--- src/rtl/cam_devsel_pkg.sv ---
package cam_devsel_pkg;
  typedef enum logic [2:0] {
    OPC_PLAIN    = 3'd0,
    OPC_WR_DSEL  = 3'd1,
    OPC_WR_PAGE  = 3'd2,
    OPC_SET_FULL = 3'd3,
    OPC_MOV_NF   = 3'd4,
    OPC_MOV_HIT  = 3'd5,
    OPC_XFER_NF  = 3'd6,
    OPC_RSVD     = 3'd7
  } opc_e;

  typedef enum logic [1:0] {
    DST_OTHER = 2'd0,
    DST_NF    = 2'd1,
    DST_HIT   = 2'd2,
    DST_RSVD  = 2'd3
  } dst_e;

  typedef struct packed {
    logic cw;
    logic dw;
    logic cr;
    logic dr;
  } en_t;
endpackage

--- src/rtl/cam_devsel_chain.sv ---
module cam_devsel_chain (
  input  logic match_n_i,
  input  logic mflag_en_i,
  input  logic match_in_n_i,
  input  logic full_in_n_i,
  input  logic full_n_i,
  output logic winner_o,
  output logic first_empty_o
);
  logic mf_act;

  always_comb begin
    mf_act        = mflag_en_i & ~match_n_i;
    winner_o      = mf_act & match_in_n_i;
    first_empty_o = ~full_in_n_i & full_n_i;
  end
endmodule

--- src/rtl/cam_devsel_regs.sv ---
module cam_devsel_regs
  import cam_devsel_pkg::*;
#(
  parameter int DW = 16
) (
  input  logic          clk,
  input  logic          rst_n,
  input  logic          wr_stb_i,
  input  opc_e          op_i,
  input  logic [DW-1:0] wdata_i,
  input  logic          first_empty_i,
  output logic [DW-1:0] sel_q_o,
  output logic [DW-1:0] page_q_o
);
  localparam logic [DW-1:0] SEL_RST  = '1;
  localparam logic [DW-1:0] PAGE_RST = '0;

  logic          sel_en, page_en;
  logic [DW-1:0] sel_d, page_d;

  always_comb begin
    sel_en  = wr_stb_i & (op_i == OPC_WR_DSEL);
    page_en = wr_stb_i & (op_i == OPC_WR_PAGE) & first_empty_i;
    sel_d   = sel_en  ? wdata_i : sel_q_o;
    page_d  = page_en ? wdata_i : page_q_o;
  end

  always_ff @(posedge clk or negedge rst_n) begin
    if (!rst_n) begin
      sel_q_o  <= SEL_RST;
      page_q_o <= PAGE_RST;
    end else begin
      sel_q_o  <= sel_d;
      page_q_o <= page_d;
    end
  end

  assert_dsel_load_R8: assert property (@(posedge clk) disable iff (!rst_n)
    (wr_stb_i && op_i == OPC_WR_DSEL) |=> (sel_q_o == $past(wdata_i)));

  assert_page_hold_R9: assert property (@(posedge clk) disable iff (!rst_n)
    (!(wr_stb_i && op_i == OPC_WR_PAGE && first_empty_i)) |=> $stable(page_q_o));
endmodule

--- src/rtl/cam_devsel_base.sv ---
module cam_devsel_base
  import cam_devsel_pkg::*;
#(
  parameter int DW = 16
) (
  input  logic          clk,
  input  logic          rst_n,
  input  logic          cmp_en_i,
  input  logic          enh_mode_i,
  input  logic          winner_i,
  input  logic [DW-1:0] sel_q_i,
  input  logic [DW-1:0] page_q_i,
  output en_t           base_o
);
  localparam logic [DW-1:0] BCAST = '1;

  logic bcast_hit, page_hit;

  always_comb begin
    bcast_hit = (sel_q_i == BCAST);
    page_hit  = (sel_q_i == page_q_i);
    base_o    = '0;
    if (!cmp_en_i) begin
      base_o.cw = bcast_hit | page_hit;
      base_o.dw = bcast_hit | page_hit;
      base_o.cr = page_hit;
      base_o.dr = page_hit;
    end else if (!enh_mode_i) begin
      base_o = {4{winner_i}};
    end else begin
      base_o.cw = 1'b1;
      base_o.dw = 1'b1;
      base_o.cr = winner_i;
      base_o.dr = winner_i;
    end
  end

  assert_std_loser_quiet_R5: assert property (@(posedge clk) disable iff (!rst_n)
    (cmp_en_i && !enh_mode_i && !winner_i) |-> (base_o == '0));

  assert_enh_writes_R6: assert property (@(posedge clk) disable iff (!rst_n)
    (cmp_en_i && enh_mode_i) |-> (base_o.cw && base_o.dw));
endmodule

--- src/rtl/cam_devsel_excp.sv ---
module cam_devsel_excp
  import cam_devsel_pkg::*;
(
  input  logic clk,
  input  logic rst_n,
  input  en_t  base_i,
  input  opc_e op_i,
  input  dst_e dst_i,
  input  logic cmp_en_i,
  input  logic enh_mode_i,
  input  logic winner_i,
  input  logic first_empty_i,
  output en_t  en_o
);
  logic enh_loser;

  always_comb begin
    enh_loser = cmp_en_i & enh_mode_i & ~winner_i;
    en_o      = base_i;
    if (enh_loser) begin
      if (op_i == OPC_MOV_HIT) en_o.cw = 1'b0;
      if (dst_i == DST_HIT)    en_o.dw = 1'b0;
    end
    if (op_i == OPC_MOV_NF) en_o.cw = en_o.cw & first_empty_i;
    if (dst_i == DST_NF)    en_o.dw = en_o.dw & first_empty_i;
    unique case (op_i)
      OPC_WR_DSEL:               en_o.cw = 1'b1;
      OPC_WR_PAGE, OPC_SET_FULL: en_o.cw = first_empty_i;
      OPC_XFER_NF:               en_o.cr = first_empty_i;
      default: ;
    endcase
  end

  assert_nf_refuse_R10: assert property (@(posedge clk) disable iff (!rst_n)
    (dst_i == DST_NF && !first_empty_i) |-> !en_o.dw);

  assert_hit_refuse_R12: assert property (@(posedge clk) disable iff (!rst_n)
    (cmp_en_i && enh_mode_i && !winner_i && op_i == OPC_MOV_HIT) |-> !en_o.cw);
endmodule

--- src/rtl/cam_devsel_arbiter.sv ---
module cam_devsel_arbiter
  import cam_devsel_pkg::*;
#(
  parameter int DW = 16
) (
  input  logic          clk,
  input  logic          rst_n,
  input  logic          wr_stb_i,
  input  logic [DW-1:0] wdata_i,
  input  logic [2:0]    op_i,
  input  logic [1:0]    pdest_i,
  input  logic          cmp_en_i,
  input  logic          match_n_i,
  input  logic          match_in_n_i,
  input  logic          full_in_n_i,
  input  logic          full_n_i,
  input  logic          enh_mode_i,
  input  logic          mflag_en_i,
  output logic          cmd_wr_en_o,
  output logic          data_wr_en_o,
  output logic          cmd_rd_en_o,
  output logic          data_rd_en_o
);
  opc_e          op;
  dst_e          dst;
  logic          winner, first_empty;
  logic [DW-1:0] sel_q, page_q;
  en_t           base_en, fin_en;

  assign op  = opc_e'(op_i);
  assign dst = dst_e'(pdest_i);

  cam_devsel_chain chain_i (
    .match_n_i    (match_n_i),
    .mflag_en_i   (mflag_en_i),
    .match_in_n_i (match_in_n_i),
    .full_in_n_i  (full_in_n_i),
    .full_n_i     (full_n_i),
    .winner_o     (winner),
    .first_empty_o(first_empty)
  );

  cam_devsel_regs #(.DW(DW)) regs_i (
    .clk          (clk),
    .rst_n        (rst_n),
    .wr_stb_i     (wr_stb_i),
    .op_i         (op),
    .wdata_i      (wdata_i),
    .first_empty_i(first_empty),
    .sel_q_o      (sel_q),
    .page_q_o     (page_q)
  );

  cam_devsel_base #(.DW(DW)) base_i (
    .clk       (clk),
    .rst_n     (rst_n),
    .cmp_en_i  (cmp_en_i),
    .enh_mode_i(enh_mode_i),
    .winner_i  (winner),
    .sel_q_i   (sel_q),
    .page_q_i  (page_q),
    .base_o    (base_en)
  );

  cam_devsel_excp excp_i (
    .clk          (clk),
    .rst_n        (rst_n),
    .base_i       (base_en),
    .op_i         (op),
    .dst_i        (dst),
    .cmp_en_i     (cmp_en_i),
    .enh_mode_i   (enh_mode_i),
    .winner_i     (winner),
    .first_empty_i(first_empty),
    .en_o         (fin_en)
  );

  assign cmd_wr_en_o  = fin_en.cw;
  assign data_wr_en_o = fin_en.dw;
  assign cmd_rd_en_o  = fin_en.cr;
  assign data_rd_en_o = fin_en.dr;

  assert_nomatch_R7: assert property (@(posedge clk) disable iff (!rst_n)
    (!mflag_en_i && cmp_en_i && !enh_mode_i && op_i == 3'd0 && pdest_i == 2'd0)
      |-> !(cmd_wr_en_o || data_wr_en_o || cmd_rd_en_o || data_rd_en_o));

  assert_xfer_read_R11: assert property (@(posedge clk) disable iff (!rst_n)
    (op_i == 3'd6) |-> (cmd_rd_en_o == (!full_in_n_i && full_n_i)));
endmodule

--- config.mk ---
export PLATFORM = sky130hd
export DESIGN_NAME = cam_devsel_arbiter
export DESIGN_NICKNAME = d
export VERILOG_FILES = /design/src/rtl/cam_devsel_pkg.sv /design/src/rtl/cam_devsel_chain.sv /design/src/rtl/cam_devsel_regs.sv /design/src/rtl/cam_devsel_base.sv /design/src/rtl/cam_devsel_excp.sv /design/src/rtl/cam_devsel_arbiter.sv
export SDC_FILE = /design/constraint.sdc
export NUM_CORES = 1
export LEC_CHECK = 0
export CAP_MARGIN = 10
export CORE_MARGIN = 2
export CORE_UTILIZATION = 40
export CTS_CLUSTER_DIAMETER = 120
export CTS_CLUSTER_SIZE = 30
export DETAILED_ROUTE_END_ITERATION = 7
export PLACE_DENSITY = 0.62
export SETUP_SLACK_MARGIN = 0.15
export SYNTH_ARGS = -nofsm -noshare
export SYNTH_HDL_FRONTEND = slang
export SYNTH_SLANG_ARGS = --single-unit
--- constraint.sdc ---
create_clock -name clk -period 3.1 [get_ports clk]
set_clock_uncertainty 0.15 [all_clocks]
set_input_delay 0.62 -clock clk [delete_from_list [all_inputs] [get_ports clk]]
set_output_delay 0.62 -clock clk [all_outputs]
set_load 0.01 [all_outputs]
* Yosys cells after proc, flatten, opt, wreduce, memory -nomap -nowiden *
Cells that the tools add are included.

cells by class
  equal/unequal tests = 10
  mux-type cells = 9
  bitwise operators = 14
  reductions and logical operators = 1

operator list
  kind                                                              number
  16-bit == test                                                    1
  16-bit == test (second input constant)                            1
  1-bit AND                                                         10
  3-bit == test (second input constant)                             3
  4-bit two-way mux                                                 2
  3-bit by 2-bit == test with 1-bit output (second input constant)  2
  1-bit two-way mux                                                 5
  3-bit by 1-bit == test with 1-bit output (second input constant)  1
  1-bit NOT                                                         3
  2-bit by 1-bit == test with 1-bit output (second input constant)  1
  2-bit == test (second input constant)                             1
  2-bit two-way mux                                                 1
  1-bit one-hot mux with 2 select lines                             1
  2-bit OR reduction                                                1
  1-bit bitwise OR                                                  1

storage, ports and cells
  register bits = 32
  input bits = 31
  output and inout port bits = 4
  logic and storage cells = 36

* Longest topological paths before layout *
Gate-level depths: netlist of the first run.

  depth after elaboration = 10
  gate-level depth with buffers = 5
  gate-level depth less buffers = 5

* Cells and area by module *
Synthesis of the first run repeated with hierarchy kept, for this count alone.

second synthesis, totals
  cell total of the unflattened synthesis = 119
  area total of the unflattened synthesis = 1706.6 sq um

by module, submodules not included
  module            instances  cells each  area each (sq um)  sequential area each (sq um)
  cam_devsel_regs   1          70          1338.8             820.8
  cam_devsel_base   1          33          252.7              0.0
  cam_devsel_excp   1          14          100.1              0.0
  cam_devsel_chain  1          2           15.0               0.0

* Worst setup path after synthesis of the first run *
No wires, ideal clock.

  path kind = reg-to-output
  start point = register regs_i.sel_q_o[7]
  end point = output port data_wr_en_o
  data arrival time = 1.626 ns
  data required time = 2.330 ns
  slack = 0.704 ns
  cell stages (with the launch flop) = 6
  buffers on the path = 0
  path through = dfstp_2 -> xor2_1 -> nor4_1 -> nand3_1 -> or4_4 -> a211oi_2

on the way
  longest elaborated chain between the ends = 7
  elaborated cells on any way between the ends = 8
  those cells by class = eq/ne (2); mux (4); bitwise (2)

ends and longest elaborated chain
  item                                      line                                          source
  start, declared                           cam_devsel_regs.sv:12                         output logic [DW-1:0] sel_q_o,
  start signal, assigned                    cam_devsel_regs.sv:33                         sel_q_o <= sel_d;
  16-bit == test, on equally long branches  cam_devsel_base.sv:20, cam_devsel_base.sv:21
  1-bit bitwise OR *                        cam_devsel_base.sv:25                         base_o.dw = bcast_hit | page_hit;
  4-bit two-way mux *                       cam_devsel_base.sv:23                         if (!cmp_en_i) begin
  1-bit two-way mux                         cam_devsel_excp.sv:22                         if (dst_i == DST_HIT) en_o.dw = 1'b0;
  2-bit two-way mux *                       cam_devsel_excp.sv:20                         if (enh_loser) begin
  1-bit AND                                 cam_devsel_excp.sv:25                         if (dst_i == DST_NF) en_o.dw = en_o.dw & first_empty_i;
  1-bit two-way mux *                       cam_devsel_excp.sv:25
  end, declared                             cam_devsel_arbiter.sv:20                      output logic data_wr_en_o,

Every way passes the cells marked *; elsewhere a longest branch is shown, timed or not.

* Final worst setup path of the first run *
  start point = input port cmp_en_i
  end point = output port data_wr_en_o

on the way
  longest elaborated chain between the ends = 5
  elaborated cells on any way between the ends = 7
  those cells by class = mux (4); bitwise (3)

ends and longest elaborated chain
  item                                            line                                          source
  start, declared                                 cam_devsel_arbiter.sv:12                      input logic cmp_en_i,
  4-bit two-way mux or 1-bit AND (tied branches)  cam_devsel_base.sv:23, cam_devsel_excp.sv:18
  1-bit two-way mux or 1-bit AND (tied branches)  cam_devsel_excp.sv:22, cam_devsel_excp.sv:18
  2-bit two-way mux *                             cam_devsel_excp.sv:20
  1-bit AND                                       cam_devsel_excp.sv:25
  1-bit two-way mux *                             cam_devsel_excp.sv:25

Marked as above.

==> results.yml, run 1 <==
worst_setup_path:
  reg2regPathDepth: 2
  rrSetupSlack_ns: 2.11
  crit_path_end: "data_wr_en_o"
  r2r_end: "regs_i.sel_q_o[7]"
  worstPathRequired_ns: 2.33
  r2r-start: "regs_i.sel_q_o[7]"
  cp_max_fo: 3
  worst-setup-path-type: "input port to output pin"
  end_kind: "output pin"
  cp.arrival_ns: 2.16
  cp-startpoint: "cmp_en_i"
  worst_setup_path_start_kind: "input port"
outcome:
  status: "finished clean"
routing:
  via_per_inst: 5.06
  drt_iter0_markers: 18
  routed_wl_um: 3250
  wl_per_cell_um: 15.1
  vias: 1088
  drc: 0
  ant_nets: 0
  first_pass_iters: 6
timing:
  period_minus_slack_ns: 2.93
  holdWs_ns: 0.374
  relSlewSlack_pct: 74.2
  fin_setup_tns_ns: 0
  worstMarginPinSlew_ns: 0.387
  max_freq_mhz: 342
  finalCritPeriodShare_pct: 94.4
  slew_violations: 0
  setup_viol: 0
  finalHoldViolations: 0
  rsz0062_at_grt: "yes"
power_and_ir_drop:
  power.share.clock_pct: 27.8
  switching_power_uw: 313
  p_per_area_nw_per_um2: 566
  p_int_uw: 910
  comb_power_share_pct: 22.2
  power.share.sequential_pct: 50.0
  power_leakage_uw: 0.000917
  total_power_uw: 1220
  swShare_pct: 25.6
  peakVddDrop_mv: 0.334
final_layout:
  fillers: 334
  area_growth_pct: 36.4
  seq_area_um2: 821
  multi_input_area_um2: 782
  finalNetCount: 197
  diodes: 0
  finalCoreUtilization_pct: 57.7
  final_cells: 215
  drive_above_1_share_pct: 46.7
logic_synthesis:
  synth_edf_count: 0
  synth_cells: 118
  synthArstFlopShare_pct: 100
  ys_seq_elements: 32
  syn_area_um2: 1580
  yosysWarnings: 0
  synthDistinctLibCells: 27
  ys_seq_area_share_pct: 51.9
  avgSynthCellArea_um2: 13.4
  synthFlopType: "dfstp_2"
  synth_nets: 149
placed_design:
  gp_congestion: 0.652
  dp_hpwl_um: 2390
  port_buffers: 34
  place_inst: 206
die:
  core_um2: 3740
  io_pins: 35
  dieArea_um2: 4480
  die_y_um: 66.9
  start_util_pct: 42.3
  die_w_um: 66.9
  rows: 22
global_route:
  grt.total_usage_pct: 16.5
  grt_pass1_wl_um: 5280
  grt_max_degree: 33
  gr-total-overflow: 0
  antenna_found_initial: 0
  grt_pass1_vias: 1151
cts:
  cts_root_buffer: "clkbuf_8"
  path_clk_slew_ns: 0.06
  cts_tree: "done"
  h-tree-depth: 2
  clk_latency_ns: 0.28
  numCtsBuffers: 5
  cts_buffer_depth: 2
  postCtsHoldBufs: 0
  cts.sinks: 32
worst_hold_path:
  min_path_type: "flip-flop to flip-flop"
flow_run:
  drv_cap: 0
==> kinds of logic (layout without fill, tap and decap cells) <==
family	count (synthesis)	in the layout	synth area share (%)
buffers and inverters	3	52	0.948
multiplexers	34	34	24.0
AND/OR/NAND/NOR	26	26	10.7
XOR/XNOR	16	16	8.85
flip-flops	32	32	51.9
AO/OA/AOI/OAI	7	7	3.64
==> metal layers <==
layer,vias up,track usage [%],part of all wire (%)
met5,-,0,0
met4,0,6.12,1.4
met3,7,4.56,6.2
met2,28,29.0,50
met1,528,18.9,42
li1,525,-,-
==> cells in the final DEF (no fill, tap or decap), drive strengths merged, types with 2 or more instances in the layout <==
cell | Yosys | routed
clkdlybuf4s50 | 0 | 30
clkbuf | 0 | 9
nor3b | 2 | 2
xnor2 | 4 | 4
nand4b | 2 | 2
xor2 | 12 | 12
buf | 3 | 13
nor2 | 3 | 3
nor2b | 3 | 3
dfrtp | 16 | 16
nand4 | 3 | 3
nor4 | 3 | 3
dfstp | 16 | 16
mux2 | 32 | 32
nand2 | 5 | 5
a31oi | 2 | 2
mux2i | 2 | 2
==> layout make-up <==
| type | count | share of cell area, % |
|---|---|---|
| tap | 48 | 2.78 |
| sequential | 32 | 38.0 |
| clock buffer | 8 | 4.64 |
| multi-input combinational | 83 | 36.2 |
| timing repair buffer | 44 | 18.3 |
==> how the worst min path moves through the flow <==
stage / to / depth (start not counted) / startpoint / slack (ns)
global placement: regs_i.page_q_o[15] / 1 / regs_i.page_q_o[15] / 0.36
CTS: regs_i.page_q_o[8] / 1 / regs_i.page_q_o[8] / 0.38
detailed placement: regs_i.page_q_o[8] / 1 / regs_i.page_q_o[8] / 0.36
floorplan: regs_i.page_q_o[0] / 0 / rst_n / 0.17
global route: regs_i.page_q_o[11] / 1 / regs_i.page_q_o[11] / 0.39
finish: regs_i.page_q_o[8] / 1 / regs_i.page_q_o[8] / 0.37
==> flip-flops by register name, indices dropped and copies added, names as in the netlist <==
register / count
regs_i.page_q_o: 16
regs_i.sel_q_o: 16
==> power by group through the flow <==
| stage | clock (µW) | sequential, µW | combinational (µW) |
|---|---|---|---|
| 5_1_grt | 374 | 625 | 299 |
| 2_1_floorplan | 0 | 599 | 168 |
| 6_report | 340 | 611 | 271 |
| 3_3_place_gp | 0 | 615 | 259 |
| 4_1_cts | 352 | 615 | 271 |
| 3_5_place_dp | 0 | 620 | 265 |
==> cells in the mapped netlist (3+ instances only) <==
master / instances / area [µm²]
buf_2: 3 / 15.0
dfrtp_1: 16 / 400
dfstp_2: 16 / 420
mux2_2: 32 / 360
nand2_1: 5 / 18.8
nand4_1: 3 / 18.8
nor2_1: 3 / 11.3
nor2b_1: 3 / 18.8
xnor2_1: 4 / 35.0
xor2_1: 12 / 105
==> critical path: stages <==
cell and delay, ns:
clkdlybuf4s50_1 0.44, nand4b_1 0.21, nor4_2 0.29, a41oi_2 0.18
a211oi_2 0.25, buf_2 0.16
==> stage by stage <==
| step | setup WS [ns] | cell area [µm²] |
|---|---|---|
| after floorplan | 0.704 | 1580 |
| after CTS | 0.129 | 2160 |
| after detailed placement | -0.255 | 2050 |
| after global placement | -0.148 | 2050 |
| final | 0.173 | 2160 |
| after global routing | 0.0548 | 2160 |
==> repair_timing <==
action / 4_1_cts / 5_1_grt
setup buffers: 0 / 1
gates resized for setup: 15 / 3
endpoints found under the setup margin: 4 / 4
pin swaps: 3 / 4
Power figures use the tool's default switching activity.
==> run 2, diff against run 1 <==
Settings changed: PLACE_DENSITY 0.62 to 0.61, SYNTH_HIERARCHICAL set to 1.
==> run 2 against run 1 <==
- via count fell by 0.83%
- non-clock buffer count rose by 2
- routed wire length rose by 6.6%
- combinational power rose by 11%
- utilization fell by 2.3 points
- largest cell class is now multi-input gates
- highest routed layer unchanged
==> results.yml, run 2 <==
timing:
  slew_violations: 0
  finalCritPeriodShare_pct: 95.4
  period_minus_slack_ns: 2.96
  setup_viol: 0
  worstMarginPinSlew_ns: 0.392
  relSlewSlack_pct: 73.9
  finalHoldViolations: 0
  fin_setup_tns_ns: 0
  max_freq_mhz: 338
  rsz0062_at_grt: "yes"
  setup_slack_ns: 0.143
logic_synthesis:
  synth_nets: 150
  synthDistinctLibCells: 26
  synth_edf_count: 0
  ys_seq_elements: 32
  netlist.area_leader.share_pct: 24.6
  synthTopCellsByCount: "mux2_4, dfrtp_1, dfstp_2, xor2_1, mux2_2"
  syn_area_um2: 1710
  yosys.area.top_type: "dfstp_2"
  synthFlopType: "dfstp_2"
  yosysWarnings: 6
  synth_cells: 119
  synth_area_leaders: "dfstp_2, dfrtp_1, mux2_4"
  synthArstFlopShare_pct: 100
  synth.most_common_cell: "mux2_4"
  avgSynthCellArea_um2: 14.3
  ys_seq_area_share_pct: 48.1
cts:
  cts_root_buffer: "clkbuf_8"
  numCtsBuffers: 5
  h-tree-depth: 2
  postCtsHoldBufs: 0
  path_clk_slew_ns: 0.06
  cts_buffer_depth: 2
  clk_latency_ns: 0.29
  cts_tree: "done"
  cts.sinks: 32
routing:
  first_pass_iters: 3
  wl_per_cell_um: 16.0
  vias: 1079
  drc: 0
  routed_wl_um: 3470
  drt_iter0_markers: 29
  via_per_inst: 4.97
  ant_nets: 0
worst_setup_path:
  end_kind: "output pin"
  worst-setup-path-type: "flip-flop to output pin"
  worstPathRequired_ns: 2.33
  cp_max_fo: 3
  cp.arrival_ns: 2.19
  worst_setup_path_start_kind: "flip-flop"
power_and_ir_drop:
  power_leakage_uw: 0.00103
  peakVddDrop_mv: 0.275
  power.share.sequential_pct: 48.3
  swShare_pct: 26.3
  total_power_uw: 1270
  comb_power_share_pct: 23.6
  switching_power_uw: 335
  power.share.clock_pct: 28.1
  p_int_uw: 938
  p_per_area_nw_per_um2: 567
die:
  rows: 23
  io_pins: 35
  die_y_um: 69.3
  start_util_pct: 42.1
  die_w_um: 69.3
  dieArea_um2: 4810
  core_um2: 4060
placed_design:
  postPlaceCellArea_um2: 2090
  pre_cts_ws_ns: -0.207
  gp_congestion: 0.704
  dp_hpwl_um: 2430
  port_buffers: 34
  place_inst: 204
final_layout:
  final_common_cell: "clkdlybuf4s50_1"
  fillers: 341
  final_cells: 217
  seq_area_um2: 821
  multi_input_area_um2: 846
  finalNetCount: 197
  design_area_um2: 2250
  diodes: 0
  top_regs: "regs_i/page_q_o: 16 flops, regs_i/sel_q_o: 16 flops"
  drive_above_1_share_pct: 47.3
  layout_common_cells: "clkdlybuf4s50_1, mux2_4, xor2_1, dfrtp_1, dfstp_2"
  area_growth_pct: 31.7
global_route:
  grt.total_usage_pct: 15.8
  grt_max_degree: 33
  grt_pass1_wl_um: 5980
  gr-total-overflow: 0
  antenna_found_initial: 0
  grt_pass1_vias: 1189
flow_run:
  drv_cap: 0
worst_hold_path:
  min_path_type: "flip-flop to flip-flop"
outcome:
  status: "finished clean"
run 2: cell families after synthesis:
| group | Yosys count | share of synthesized area (%) |
|---|---|---|
| flip-flops | 32 | 48.1 |
| multiplexers | 33 | 26.2 |
| AO/OA/AOI/OAI | 3 | 1.47 |
| AND/OR/NAND/NOR | 29 | 12.0 |
| buffers and inverters | 6 | 4.03 |
| XOR/XNOR | 16 | 8.21 |
run 2: worst max-delay path, stage by stage, from the launching register on:
cell,delay (ns)
dfstp_2,0.55
xor2_1,0.07
nor4_1,0.32
nand4_1,0.20
a22oi_2,0.22
buf_4,0.14
nor2b_1,0.04
nor4_2,0.20
buf_2,0.17
run 2: final timing paths:
kind / startpoint / end / slack [ns] / cells after the start
worst min register to register: regs_i/page_q_o[15] / regs_i/page_q_o[15] / 0.38 / 1
worst max register to register: regs_i/sel_q_o[2] / regs_i/sel_q_o[2] / 2.12 / 2
worst min-delay path: regs_i/page_q_o[15] / regs_i/page_q_o[15] / 0.38 / 1
min in group asynchronous: rst_n / regs_i/page_q_o[2] / 0.58 / 2
worst max-delay path: regs_i/sel_q_o[12] / cmd_wr_en_o / 0.14 / 8
max in group asynchronous: rst_n / regs_i/sel_q_o[15] / 1.90 / 2
run 2: layout make-up:
type	count	share of cell area, %
Multi-Input combinational cell	81	37.6
Sequential cell	32	36.5
Timing Repair Buffer	46	18.6
Clock buffer	8	4.45
Tap cell	50	2.78
run 2: per-layer routing:
metal / track usage (%) / wire (µm)
met1: 19.6 / 1560
met2: 26.3 / 1730
met3: 5.38 / 132
met4: 4.58 / 40
met5: 0 / 0
run 2: repair_timing:
item	CTS	global route
endpoints found under the setup margin	4	4
buffers inserted	1	4
pin swaps	3	4
gates resized for setup	7	10
cloned	0	0
run 2: stage by stage:
| stage | util (%) | hold slack, ns |
|---|---|---|
| floorplan | - | 0.174 |
| CTS | 54.6 | 0.384 |
| finish | 55.4 | 0.380 |
| global route | 55.4 | 0.402 |
| global placement | 51.6 | 0.358 |
| detailed placement | 51.6 | 0.366 |
run 2: power groups by stage:
| stage | Clock (µW) | Sequential [µW] | Combinational [µW] |
|---|---|---|---|
| 2_1_floorplan | 0 | 601 | 195 |
| 3_3_place_gp | 0 | 617 | 283 |
| 3_5_place_dp | 0 | 624 | 290 |
| 4_1_cts | 365 | 617 | 303 |
| 5_1_grt | 389 | 631 | 332 |
| 6_report | 358 | 615 | 301 |
==> run 3, diff against run 2 <==
Settings changed: CAP_MARGIN 10 to 15.
==> results of run 3 <==
Same layout as run 2: the final DEF is identical, and so are final timing and power.
